<file path="config.mk">
export PLATFORM = sky130hd
export DESIGN_NAME = mux2seg_disp
export DESIGN_NICKNAME = d
export VERILOG_FILES = /design/src/rtl/segdisp_pkg.sv /design/src/rtl/scan_tick.sv /design/src/rtl/dec_split.sv /design/src/rtl/seg_digit.sv /design/src/rtl/mux2seg_disp.sv
export SDC_FILE = /design/constraint.sdc
export NUM_CORES = 1
export LEC_CHECK = 0
export ABC_CLOCK_PERIOD_IN_PS = 3200
export BUFFER_PORTS_ARGS = -buffer_cell sky130_fd_sc_hd__buf_2
export CAP_MARGIN = 20
export CORE_ASPECT_RATIO = 1.2
export CORE_MARGIN = 1
export CORE_UTILIZATION = 51
export CTS_CLUSTER_SIZE = 40
export DETAILED_ROUTE_END_ITERATION = 8
export GPL_TIMING_DRIVEN = 0
export PLACE_DENSITY_LB_ADDON = 0.1
export SETUP_SLACK_MARGIN = 0.15
export SYNTH_ARGS = -nofsm -noshare
export SYNTH_HDL_FRONTEND = slang
export SYNTH_SLANG_ARGS = --single-unit
</file>
<file path="constraint.sdc">
create_clock -name clk -period 3.2 [get_ports clk]
set_clock_uncertainty 0.1 [all_clocks]
set_input_delay 0.64 -clock clk [delete_from_list [all_inputs] [get_ports clk]]
set_output_delay 0.64 -clock clk [all_outputs]
set_load 0.05 [all_outputs]
</file>
<file path="src/rtl/segdisp_pkg.sv">
package segdisp_pkg;

   localparam int SEG_W = 7;
   typedef logic [SEG_W-1:0] seg_t;

   // decimal digit to abcdefg pattern (bit 6 = a); codes above 9 give dark
   function automatic seg_t digit_to_seg(input logic [3:0] d);
      seg_t s;
      case (d)
         4'd0: s = 7'b1111110;
         4'd1: s = 7'b0110000;
         4'd2: s = 7'b1101101;
         4'd3: s = 7'b1111001;
         4'd4: s = 7'b0110011;
         4'd5: s = 7'b1011011;
         4'd6: s = 7'b0011111;
         4'd7: s = 7'b1110000;
         4'd8: s = 7'b1111111;
         4'd9: s = 7'b1110011;
         default: s = '0;
      endcase
      return s;
   endfunction

endpackage

</file>
<file path="src/rtl/scan_tick.sv">
module scan_tick #(
   parameter int DIV = 100000
) (
   input  logic clk,
   input  logic clear,
   output logic tick
);
   localparam int CW = (DIV > 2) ? $clog2(DIV) : 1;
   localparam logic [CW-1:0] LAST = CW'(DIV - 1);

   logic [CW-1:0] cnt;

   always_ff @(posedge clk) begin
      if (clear)            cnt <= '0;
      else if (cnt == LAST) cnt <= '0;
      else                  cnt <= cnt + 1'b1;
   end

   assign tick = (cnt == LAST) && !clear;
endmodule

</file>
<file path="src/rtl/dec_split.sv">
module dec_split #(
   parameter int VAL_W      = 8,
   parameter int SPLIT_MODE = 0   // 0: compare ladder, 1: reciprocal multiply
) (
   input  logic [VAL_W-1:0] value,
   output logic [3:0]       tens,
   output logic [3:0]       ones,
   output logic             over
);
   logic [3:0] tens_w;

   assign over = (32'(value) > 32'd99);

   generate
      if (SPLIT_MODE == 0) begin : g_ladder
         always_comb begin
            tens_w = 4'd0;
            for (int k = 1; k < 10; k++) begin
               if (32'(value) >= 32'(10 * k)) tens_w = 4'(k);
            end
         end
      end else begin : g_recip
         // floor(v/10) == (v*205)>>11 holds for every v below 180
         always_comb tens_w = 4'((32'(value) * 32'd205) >> 11);
      end
   endgenerate

   always_comb begin
      tens = tens_w;
      ones = 4'(32'(value) - 32'(tens_w) * 32'd10);
   end
endmodule

</file>
<file path="src/rtl/seg_digit.sv">
module seg_digit
   import segdisp_pkg::*;
(
   input  logic [3:0] digit,
   input  logic       blank,
   output seg_t       seg
);
   assign seg = blank ? '0 : digit_to_seg(digit);
endmodule

</file>
<file path="src/rtl/mux2seg_disp.sv">
module mux2seg_disp
   import segdisp_pkg::*;
#(
   parameter int CLK_HZ     = 100_000_000,
   parameter int SCAN_HZ    = 1000,
   parameter int VAL_W      = 8,
   parameter int EN_W       = 8,
   parameter int TENS_POS   = 1,
   parameter int ONES_POS   = 0,
   parameter int SPLIT_MODE = 0
) (
   input  logic             clk,
   input  logic             clear,
   input  logic [VAL_W-1:0] value_i,
   output logic [6:0]       seg_o,
   output logic [EN_W-1:0]  en_o
);
   localparam int DIV = CLK_HZ / SCAN_HZ;
   localparam logic [EN_W-1:0] EN_TENS = EN_W'(1) << TENS_POS;
   localparam logic [EN_W-1:0] EN_ONES = EN_W'(1) << ONES_POS;

   generate
      if (DIV < 2)                 begin : g_bad_div  $error("CLK_HZ/SCAN_HZ must be 2 or more"); end
      if (VAL_W < 7)               begin : g_bad_w    $error("VAL_W must hold 99"); end
      if (TENS_POS == ONES_POS)    begin : g_bad_pos  $error("digit positions must differ"); end
      if (TENS_POS >= EN_W || ONES_POS >= EN_W)
                                   begin : g_bad_en   $error("digit position beyond EN_W"); end
      if (SPLIT_MODE != 0 && SPLIT_MODE != 1)
                                   begin : g_bad_mode $error("SPLIT_MODE must be 0 or 1"); end
   endgenerate

   logic       tick;
   logic [3:0] tens, ones;
   logic       over;
   seg_t       tens_seg, ones_seg;
   logic       sel_ones;

   scan_tick #(.DIV(DIV)) u_tick (
      .clk   (clk),
      .clear (clear),
      .tick  (tick)
   );

   dec_split #(.VAL_W(VAL_W), .SPLIT_MODE(SPLIT_MODE)) u_split (
      .value (value_i),
      .tens  (tens),
      .ones  (ones),
      .over  (over)
   );

   seg_digit u_tens (
      .digit (tens),
      .blank (over || (tens == 4'd0)),
      .seg   (tens_seg)
   );

   seg_digit u_ones (
      .digit (ones),
      .blank (over),
      .seg   (ones_seg)
   );

   always_ff @(posedge clk) begin
      if (clear) begin
         sel_ones <= 1'b0;
         seg_o    <= '0;
         en_o     <= '0;
      end else begin
         if (tick) sel_ones <= ~sel_ones;
         seg_o <= sel_ones ? ones_seg : tens_seg;
         en_o  <= sel_ones ? EN_ONES : EN_TENS;
      end
   end
endmodule

</file>
* Word-level counts from Yosys, hierarchy flattened *
Memory sizes are Yosys's and may differ from the RTL's.
Cells that the tools add are included.
Widths: inputs -> output; s select.

storage, ports and cells
  memory bits (writable) = 0
  latch bits = 0
  ROM bits = 224
  word-level logic and storage cells = 39
  bits of input ports = 10
  output and inout bits = 15
  bits in registers = 33
  memories = 2

cells by class
  muxes and demuxes = 13
  reductions and logical operators = 5
  bitwise operators = 1
  equality and inequality tests = 1
  $mul = 1
  div/mod/pow operators = 0
  magnitude comparators = 10
  add/subtract/negate cells = 2
  shift operators = 0

memory list
  name              depth  bits a word  rd ports  clocked after Yosys merged registers in  write ports  RTL line          text
  (name not given)  16     7            1         0                                        0            segdisp_pkg.sv:9  case (d)
  (name not given)  16     7            1         0                                        0            segdisp_pkg.sv:9

operators by type and width
  kind                   number
  $ge 8x6->1 const B     3
  $ge 8x7->1 const B     3
  $mux 7                 3
  $add 17x1->17 const B  1
  $eq 17x17->1 const B   1
  $ge 8x5->1 const B     2
  $mux 3                 4
  $ge 8x4->1 const B     1
  $gt 8x7->1 const B     1
  $mux 4                 2
  $mux 2                 3
  $logic_not 4->1        1
  $mul 4x3->3 const B    1
  $sub 4x4->4            1
  $reduce_or 2->1        1
  $logic_and 1x1->1      1
  $logic_not 1->1        1
  $logic_or 1x1->1       1
  $mux 1                 1
  $not 1->1              1

* Logic depth before layout (Yosys ltp) *
Gate-level depths: netlist of the first run.
An unclocked memory read counts as a cell.

  depth in word-level cells = 15
  mapped depth = 14
  gate-level depth less buffers = 13

* By module *
A second synthesis of the first run with hierarchy kept.

second synthesis, totals
  cell total of the unflattened synthesis = 243
  area, all modules = 1,949.4 µm²

modules (own cells, without submodules)
  module        area each (µm²)  times used  sequential area each (µm²)  cells an instance
  scan_tick     765.7            1           340.3                       89
  seg_digit     226.5            2           0.0                         33
  mux2seg_disp  396.6            1           200.2                       39
  dec_split     334.1            1           0.0                         49

* Worst setup path after synthesis of the first run *
OpenSTA, ideal clock, no wires.

  path type = in2reg
  start point = input value_i[5]
  end point = register seg_o[5]
  slack = -0.276 ns
  stages on the path = 13
  path buffers = 1
  required time = 2.978 ns
  library setup time = 0.122 ns
  data arrival time = 3.254 ns
  path through = buf_2 > o311a_1 > a211o_1 > nand2_1 > inv_1 > ha_1 > fa_1 > inv_1 > nor3_1 > a221oi_2 > nand3_2 > a21o_1 > a221o_1

between the ends
  longest elaborated chain between the ends = 15
  elaborated cells between the ends (all ways) = 28
  classes of those cells = add/sub: 1; mul: 1; order compare: 10; mux: 12; reduce/logical: 2; memory: 2

ends and longest elaborated chain
  what                  RTL line            text
  start, declared       mux2seg_disp.sv:14  input logic [VAL_W-1:0] value_i,
  $ge 8x4->1            dec_split.sv:19     if (32'(value) >= 32'(10 * k)) tens_w = 4'(k);
  $mux 1                dec_split.sv:19
  $mux 2 (2 in series)  dec_split.sv:19
  $mux 3 (4 in series)  dec_split.sv:19
  $mux 4 (2 in series)  dec_split.sv:19
  $mul 4x3->3           dec_split.sv:30     ones = 4'(32'(value) - 32'(tens_w) * 32'd10);
  $sub 4x4->4           dec_split.sv:30
  $mem_v2 16x7          -
  $mux 7                seg_digit.sv:8      assign seg = blank ? '0 : digit_to_seg(digit);
  $mux 7 *              mux2seg_disp.sv:70  seg_o <= sel_ones ? ones_seg : tens_seg;
  end signal, assigned  mux2seg_disp.sv:70
  end, declared         mux2seg_disp.sv:15  output logic [6:0] seg_o,

Mark *: on every way between the ends. The rest lies on a longest branch, timed or not.
A chain may end at the register's enable or synchronous reset.

* Worst setup path in the final report of the first run *
  start point = input value_i[2]
  end point = register seg_o[5]

Same word-level chain as after synthesis.

==> results of run 1 <==
## kinds of logic (layout without fill, tap and decap cells)
group / Yosys count / after routing
DFF: 27 / 27
and+or+nand+nor: 99 / 99
other: 1 / 6
buffers and inverters: 26 / 55
xor gates and xnor gates: 16 / 16
AOI/OAI and AO/OA: 40 / 40
adders and majority gates: 12 / 12
## power groups by stage
stage          Sequential (µW)  Clock, µW  Combinational [µW]
4_1_cts                    349        198                 205
6_report                   349        193                 216
5_1_grt                    350        212                 236
2_1_floorplan              377          0                 127
3_3_place_gp               356          0                 185
3_5_place_dp               357          0                 185
## how the worst min path moves through the flow
stage	to	depth (start not counted)	from	slack, ps
floorplan	u_tick.cnt[0]	1	u_tick.cnt[0]	330
global placement	u_tick.cnt[0]	1	u_tick.cnt[0]	350
detailed placement	u_tick.cnt[0]	1	u_tick.cnt[0]	350
CTS	u_tick.cnt[0]	1	u_tick.cnt[0]	380
global route	u_tick.cnt[0]	1	u_tick.cnt[0]	440
finish	u_tick.cnt[0]	1	u_tick.cnt[0]	380
## synthesized netlist by cell type (2+ instances only)
master	n
ha_1	9
xor2_1	10
a211oi_1	2
o311ai_1	3
or3_1	3
and3_1	5
and2_1	5
a31oi_1	2
nand3_1	6
a211o_1	2
nor2b_1	3
or2_2	4
nand2_1	17
o21a_1	2
a311oi_1	2
nor4_1	2
and4_1	2
nor2_1	35
nor3_1	3
xnor2_1	6
inv_1	12
o21ai_0	6
o211ai_1	4
a21oi_1	6
buf_4	6
a21o_1	3
nand4_1	5
clkbuf_1	4
nor3b_1	2
maj3_1	2
nand3_2	2
dfxtp_1	27
buf_2	2
## through the flow
stage / total power, µW / utilization [%] / cells / TNS, ps / setup WS [ps]
5_1_grt: 798 / 65.0 / 292 / -184 / -98.4
2_1_floorplan: 504 / - / 226 / -133 / -133
3_5_place_dp: 542 / 58.7 / 280 / -2250 / -471
4_1_cts: 753 / 63.3 / 290 / 0 / 20.1
6_report: 758 / 65.0 / 292 / 0 / 24.7
3_3_place_gp: 541 / 58.7 / 280 / -2290 / -478
## what timing repair did
action / in CTS / in global routing
endpoints found under the setup margin: 7 / 7
pin swaps: 13 / 7
setup buffers: 6 / 2
resized for setup: 17 / 14
## flip-flops by register name (all words and copies together) (netlist names)
name and count:
seg_o 7, en_o 2, sel_ones 1, u_tick.cnt 17
## area by class of cell
type,count,area (µm²),share of cell area [%]
multi-input cells,173,1200,55.7
flip-flops and latches,27,541,25.1
repair buffers,25,168,7.79
plain buffers,14,97.6,4.53
inverters,12,52.6,2.44
well taps,37,46.3,2.15
clock buffers,3,41.3,1.92
clock inverters,1,7.51,0.349
## per-layer routing
metal | track usage [%] | share of wire [%]
met4 | 6.56 | 1.3
met1 | 23.1 | 44
met5 | 0 | 0
met3 | 1.37 | 1.4
met2 | 38.6 | 53
==> impl_metrics.yaml, run 1 <==
timing:
  fin_crit_sh_pct: 99.2
  fmax_mhz: 315
  worst_pin_slew_ps: 623
  finalHoldViolCount: 0
  grt_setup_unrepaired: "yes"
  drv_slew: 0
  min_period_ps: 3180
  relSlewSlack_pct: 57.9
  setup_viol: 0
  hold_ws_ps: 382
critical_path:
  path_depth: 14
  path_max_fanout: 3
  worst-r2r-setup-slack_ps: 950
  cp_common_cell: "inv_4"
  path_delay_family: "compound AO/OA/AOI/OAI gates"
  endpoint: "seg_o[5]"
  criticalPathCategory: "input port to flop"
  r2r-start: "u_tick.cnt[0]"
  critPathMaxStageDelay_ps: 350
  path_buf_inv: 3
  rr_worst_depth: 8
  worstReg2RegEnd: "u_tick.cnt[5]"
  cp.required_ps: 3270
  start_kind: "input port"
  cp-startpoint: "value_i[2]"
  cp-end-kind: "flop"
  arrival_ps: 3240
  cp_cell_sequence: "buf_8 -> and2_4 -> o311a_1 -> a211o_1 -> nand2_2 -> inv_4 -> ha_4 -> fa_2 -> inv_4 -> nor3_4 -> a221oi_2 -> nand3_2 -> a21o_1 -> a221o_1"
  cpMaxStageDelayCell: "fa_2"
outcome:
  status: "finished, final reports clean"
floorplan:
  ios: 25
  die_y_um: 66.4
  start_util_pct: 53.3
  die_x_um: 55.7
  fp-row-count: 23
  die_area_um2: 3700
  core_um2: 3310
yosys:
  ys_types: 50
  post_synth.cell_area_avg_um2: 7.98
  syn_area_um2: 1760
  async_flop_share_pct: 0
  yosysWarnings: 0
  synth_top_area_share_pct: 30.6
  synthFlopType: "dfxtp_1"
  yosys-top-cells-area: "dfxtp_1 31%, nor2_1 7.4%, ha_1 6.4%, xor2_1 5.0%, nand2_1 3.6%"
  yosysTopAreaCell: "dfxtp_1"
  synthMuxAreaShare_pct: 0
  ys_ff_latch: 27
  synth_fa_ha_area_share_pct: 8.65
  synth-edff-count: 0
  yosys.area_share.simple_pct: 28.4
  synth_seq_area_share_pct: 30.6
  synth_top_family_by_area: "simple AND/OR/NAND/NOR gates"
  synth_compound_area_share_pct: 16.7
  netlist_instances: 221
  synth-xor-area-share_pct: 7.94
routing:
  drt_iter0_drc: 52
  dr.pass1.iters: 4
  wl_per_cell_um: 12.4
  drt_wl_total_um: 3620
  viasPerCell: 5.37
  drc: 0
  antenna_left: 0
  via_count: 1568
clock_tree:
  cts_tree: "built"
  htreeDepth: 1
  hold_buffers: 0
  clk_latency_ps: 270
  numClockSinks: 27
  cts_root_buffer: "clkbuf_8"
  cts_buffers: 3
  path_clk_slew_ps: 90
  cts_buffer_depth: 2
global_routing:
  grt_overflow: 0
  grt_max_degree: 17
  grt_pass1_vias: 1440
  grt.total_usage_pct: 19.9
  antenna_found_initial: 0
  grt_pass1_wl_um: 5960
power_and_ir_drop:
  power_frac_clock_pct: 25.4
  pwr-share-comb_pct: 28.6
  p_per_area_nw_per_um2: 352
  p_sw_uw: 238
  p_sw_share_pct: 31.4
  p_int_uw: 520
  leakage_uw: 0.000898
  power_frac_seq_pct: 46.0
  peakVddDrop_mv: 0.358
place:
  io_buffers: 17
  place.gp.congestion: 0.841
  place_area_um2: 1940
  hpwlAfterDp_um: 2690
cells_and_area:
  final_common_cell: "nor2_1"
  layout.nets: 276
  mostFrequentLayoutCells: "33 x nor2_1, 27 x dfxtp_1, 16 x buf_4, 16 x buf_2, 16 x nand2_1"
  insertedDiodeCount: 0
  stdcell_area_um2: 2150
  area_growth_pct: 22.0
  drive_above_1_share_pct: 25.5
  num-fill-cells: 304
run:
  max_cap_viol_count: 0
min_path:
  min_path_type: "flop to flop"
Note: power is estimated with default switching activity, not from simulation.
==> inputs of run 2 (changes only) <==
ABC_CLOCK_PERIOD_IN_PS = 3520   (was 3200)
CORE_UTILIZATION = 57   (was 51)
clock period = 3.52 ns   (was 3.2 ns; I/O delays follow)
==> run 2 against run 1 <==
Effect of this change: via count down 0.26%; largest power group unchanged; utilization rose by 5.8 points; total power fell by 17%; non-clock buffer count is 3 lower; critical path depth unchanged; die area shrank 10%.
==> impl_metrics.yaml, run 2 (same netlist as run 1, synthesis figures left out) <==
cells_and_area:
  insertedDiodeCount: 0
  num-fill-cells: 236
  seq_area_um2: 541
  finalNonFillerCells: 286
  area_growth_pct: 15.0
  multi_input_comb_area_um2: 1150
  regMostFlops: "u_tick.cnt"
  final_common_cell: "nor2_1"
  mostFrequentLayoutCells: "34 x nor2_1, 27 x dfxtp_1, 17 x buf_2, 16 x nand2_1, 12 x buf_4"
  drive_above_1_share_pct: 23.0
  layout.nets: 273
  top_regs: "u_tick.cnt (17), seg_o (7), en_o (2)"
  largest_reg_flops: 17
  stdcell_area_um2: 2030
critical_path:
  criticalPathCategory: "input port to flop"
  critPathMaxStageDelay_ps: 360
  cp.required_ps: 3640
  path_buf_inv: 3
  path_max_fanout: 4
  path_delay_family: "compound AO/OA/AOI/OAI gates"
  cp-end-kind: "flop"
  cp_cell_sequence: "buf_4 -> and2_4 -> o311a_1 -> a211o_1 -> nand2_2 -> inv_4 -> ha_4 -> fa_2 -> inv_2 -> nor3_2 -> a221oi_2 -> nand3_2 -> a21o_1 -> a221o_1"
  cpMaxStageDelayCell: "a211o_1"
  arrival_ps: 3390
  start_kind: "input port"
outcome:
  status: "finished, final reports clean"
timing:
  grt_setup_unrepaired: "no"
  fmax_mhz: 305
  finalHoldViolCount: 0
  setup_viol: 0
  drv_slew: 0
  fin_crit_sh_pct: 93.0
  min_period_ps: 3280
routing:
  antenna_left: 0
  drc: 0
  wl_per_cell_um: 12.2
  via_count: 1564
  drt_iter0_drc: 49
  dr.pass1.iters: 4
  drt_wl_total_um: 3490
  viasPerCell: 5.47
clock_tree:
  cts_buffers: 3
  path_clk_slew_ps: 130
  cts_buffer_depth: 2
  numClockSinks: 27
  htreeDepth: 1
  cts_root_buffer: "clkbuf_4"
  hold_buffers: 0
  clk_latency_ps: 310
  cts_tree: "built"
place:
  hpwlAfterDp_um: 2720
  dp.cells: 277
  io_buffers: 17
  place.gp.congestion: 0.836
  place_area_um2: 1940
global_routing:
  grt_pass1_wl_um: 5710
  grt_overflow: 0
  grt_pass1_vias: 1411
  grt_max_degree: 16
  grt.total_usage_pct: 22.3
  antenna_found_initial: 0
power_and_ir_drop:
  p_per_area_nw_per_um2: 309
  leakage_uw: 0.000864
  peakVddDrop_mv: 0.223
floorplan:
  die_x_um: 52.8
  start_util_pct: 61.6
  die_y_um: 62.9
  die_area_um2: 3320
  fp-row-count: 21
  ios: 25
  core_um2: 2860
min_path:
  min_path_type: "flop to flop"
run:
  max_cap_viol_count: 0
run 2: layer usage:
metal  part of all wire (%)  global-route usage [%]
met5                      0                       0
met4                    1.9                    10.2
met3                    3.2                    2.19
met2                     51                    40.3
met1                     44                    24.9
run 2: final timing paths:
path	startpoint	endpoint	slack, ps	cells after the start
worst max-delay path	value_i[1]	seg_o[5]	240	14
worst min register to register	u_tick.cnt[0]	u_tick.cnt[0]	380	1
worst max register to register	u_tick.cnt[0]	u_tick.cnt[7]	1270	8
worst min-delay path	u_tick.cnt[0]	u_tick.cnt[0]	380	1
run 2: power breakdown:
group          leakage [µW]  total, µW  internal, µW  switching [µW]
clock network     0.0000177        128          42.5            85.9
registers          0.000220        318           314            4.18
logic              0.000627        181          70.4             111
run 2: stage by stage:
stage / hold slack (ps) / setup TNS, ps / worst slack (ps) / utilization [%] / total power, µW
after detailed placement: 358 / -520 / -218 / 67.7 / 493
after global routing: 428 / 0 / 139 / 70.9 / 664
after CTS: 390 / 0 / 193 / 68.9 / 622
after floorplan: 330 / 0 / 122 / - / 458
final: 385 / 0 / 245 / 70.9 / 628
after global placement: 343 / -464 / -209 / 67.7 / 491
run 2: area by class of cell:
cell class                      instances  share of cell area (%)
Tap cell                               34                    2.10
Clock inverter                          1                   0.247
Multi-Input combinational cell        173                    56.8
Timing Repair Buffer                   22                    6.47
Clock buffer                            3                    1.11
Sequential cell                        27                    26.6
Inverter                               12                    2.34
Buffer                                 14                    4.32
run 2: repair_timing:
| item | 4_1_cts | 5_1_grt |
|---|---|---|
| pin swaps | 1 | 8 |
| setup buffers | 1 | 4 |
| setup endpoints to repair | 1 | 6 |
| gates resized for setup | 0 | 12 |
| gates cloned | 0 | 0 |
==> inputs of run 3 (changes only) <==
CORE_ASPECT_RATIO = 0.5   (was 1.2)
==> run 3 against run 2 <==
Effect of this change: register-to-register slack about the same; global-route usage up 1.3 points; combinational power up 9%; setup slack worse by 42 ps; sequential power about the same; via count up 2.5%; total power up 10%; first-iteration DRC count down 31%; critical path depth unchanged; final area up 4.0%; final cell count up 2.4%; sequential share of layout area down 1.0 points; critical path type unchanged.
==> impl_metrics.yaml, run 3 (same netlist as run 1, synthesis figures left out) <==
outcome:
  status: "finished, final reports clean"
global_routing:
  antenna_found_initial: 0
  grt.total_usage_pct: 23.6
  grt_max_degree: 17
  grt_pass1_wl_um: 5850
  grt_overflow: 0
  grt_pass1_vias: 1316
routing:
  antenna_left: 0
  drt_iter0_drc: 34
  dr.pass1.iters: 4
  drc: 0
  viasPerCell: 5.47
  wl_per_cell_um: 13.0
  via_count: 1603
  drt_wl_total_um: 3810
cells_and_area:
  largest_reg_flops: 17
  regMostFlops: "u_tick.cnt"
  top_regs: "u_tick.cnt (17), seg_o (7), en_o (2)"
  final_util_pct: 76.3
  drive_above_1_share_pct: 25.0
  layout.nets: 277
  mostFrequentLayoutCells: "33 x nor2_1, 27 x dfxtp_1, 17 x buf_2, 16 x buf_4, 16 x nand2_1"
  insertedDiodeCount: 0
  area_growth_pct: 19.6
  final_common_cell: "nor2_1"
timing:
  setup_viol: 0
  fin_crit_sh_pct: 94.3
  finalHoldViolCount: 0
  grt_setup_unrepaired: "no"
  drv_slew: 0
  fmax_mhz: 301
  worst_pin_slew_ps: 499
  min_period_ps: 3320
  relSlewSlack_pct: 66.2
  setup_slack_ps: 202
clock_tree:
  cts_root_buffer: "clkbuf_8"
  clk_latency_ps: 270
  cts_buffer_depth: 2
  hold_buffers: 0
  numClockSinks: 27
  cts_tree: "built"
  path_clk_slew_ps: 90
  htreeDepth: 1
  cts_buffers: 3
floorplan:
  die_area_um2: 3340
  die_y_um: 41.3
  core_um2: 2770
  ios: 25
  start_util_pct: 63.8
  fp-row-count: 13
  die_x_um: 80.7
place:
  place.gp.congestion: 0.898
  dp_worst_setup_slack_ps: -209
  hpwlAfterDp_um: 2780
  io_buffers: 17
min_path:
  min_path_type: "flop to flop"
  holdPathStages: 1
critical_path:
  critPathMaxStageDelay_ps: 350
  arrival_ps: 3380
  path_max_fanout: 8
  cp_cell_sequence: "buf_8 -> and2_4 -> o311a_1 -> a211o_1 -> nand2_2 -> inv_4 -> ha_4 -> fa_2 -> inv_2 -> nor3_2 -> a221oi_2 -> nand3_2 -> a21o_1 -> a221o_1"
  path_delay_family: "compound AO/OA/AOI/OAI gates"
  cpMaxStageDelayCell: "a221o_1"
  cp.required_ps: 3590
  start_kind: "input port"
  path_depth: 14
  rr_worst_depth: 8
  path_buf_inv: 3
  cp-end-kind: "flop"
  criticalPathCategory: "input port to flop"
power_and_ir_drop:
  leakage_uw: 0.000895
  peakVddDrop_mv: 0.304
  p_per_area_nw_per_um2: 328
run:
  max_cap_viol_count: 0
==> run 3: through the flow <==
stage | instances | hold WS [ps] | total power [µW] | TNS (ps) | area, µm²
finish | 293 | 385 | 692 | 0 | 2110
global route | 293 | 428 | 725 | 0 | 2110
CTS | 289 | 392 | 675 | 0 | 2030
detailed placement | 280 | 371 | 493 | -520 | 1940
global placement | 280 | 342 | 489 | -364 | 1940
floorplan | 226 | 330 | 458 | 0 | 1810
==> run 3: area by class of cell <==
class	count	area, µm²
Clock inverter	1	7.51
Timing Repair Buffer	26	169
Sequential cell	27	541
Clock buffer	3	41.3
Fill cell	216	654
Buffer	14	97.6
Multi-Input combinational cell	173	1160
Inverter	12	47.5
Tap cell	37	46.3
==> run 3: routing by layer <==
metal  GRT usage [%]  vias to the layer above  routed length, µm
li1                -                      829                  -
met1            29.4                      720               1790
met2            43.4                       45               1820
met3            4.57                        9                152
met4            7.14                        0                 41
met5               0                        -                  0
==> run 3: power breakdown <==
group / internal [µW] / leakage (µW) / total [µW] / switching, µW
clock network: 80.4 / 0.0000217 / 178 / 97.1
registers: 313 / 0.000220 / 317 / 3.69
logic: 79.4 / 0.000654 / 197 / 118
==> run 3: worst reg2reg max path, stage by stage, from the launching register on <==
cell      delay [ps]
dfxtp_1          390
ha_1             200
nand3_1          130
nor2_1           210
and3_1           230
or2_2            110
clkbuf_1         250
clkbuf_1         400
nor2_1           110
==> run 3: final timing paths <==
check,start,endpoint,slack (ps)
worst max-delay path,value_i[2],seg_o[5],200
worst min-delay path,u_tick.cnt[0],u_tick.cnt[0],390
worst max register to register,u_tick.cnt[0],u_tick.cnt[5],1270
worst min register to register,u_tick.cnt[0],u_tick.cnt[0],390
==> run 3: repair_timing <==
action / in CTS / in global routing
setup endpoints to repair: 1 / 7
pin swaps: 4 / 9
resized for setup: 1 / 23
setup buffers: 5 / 4
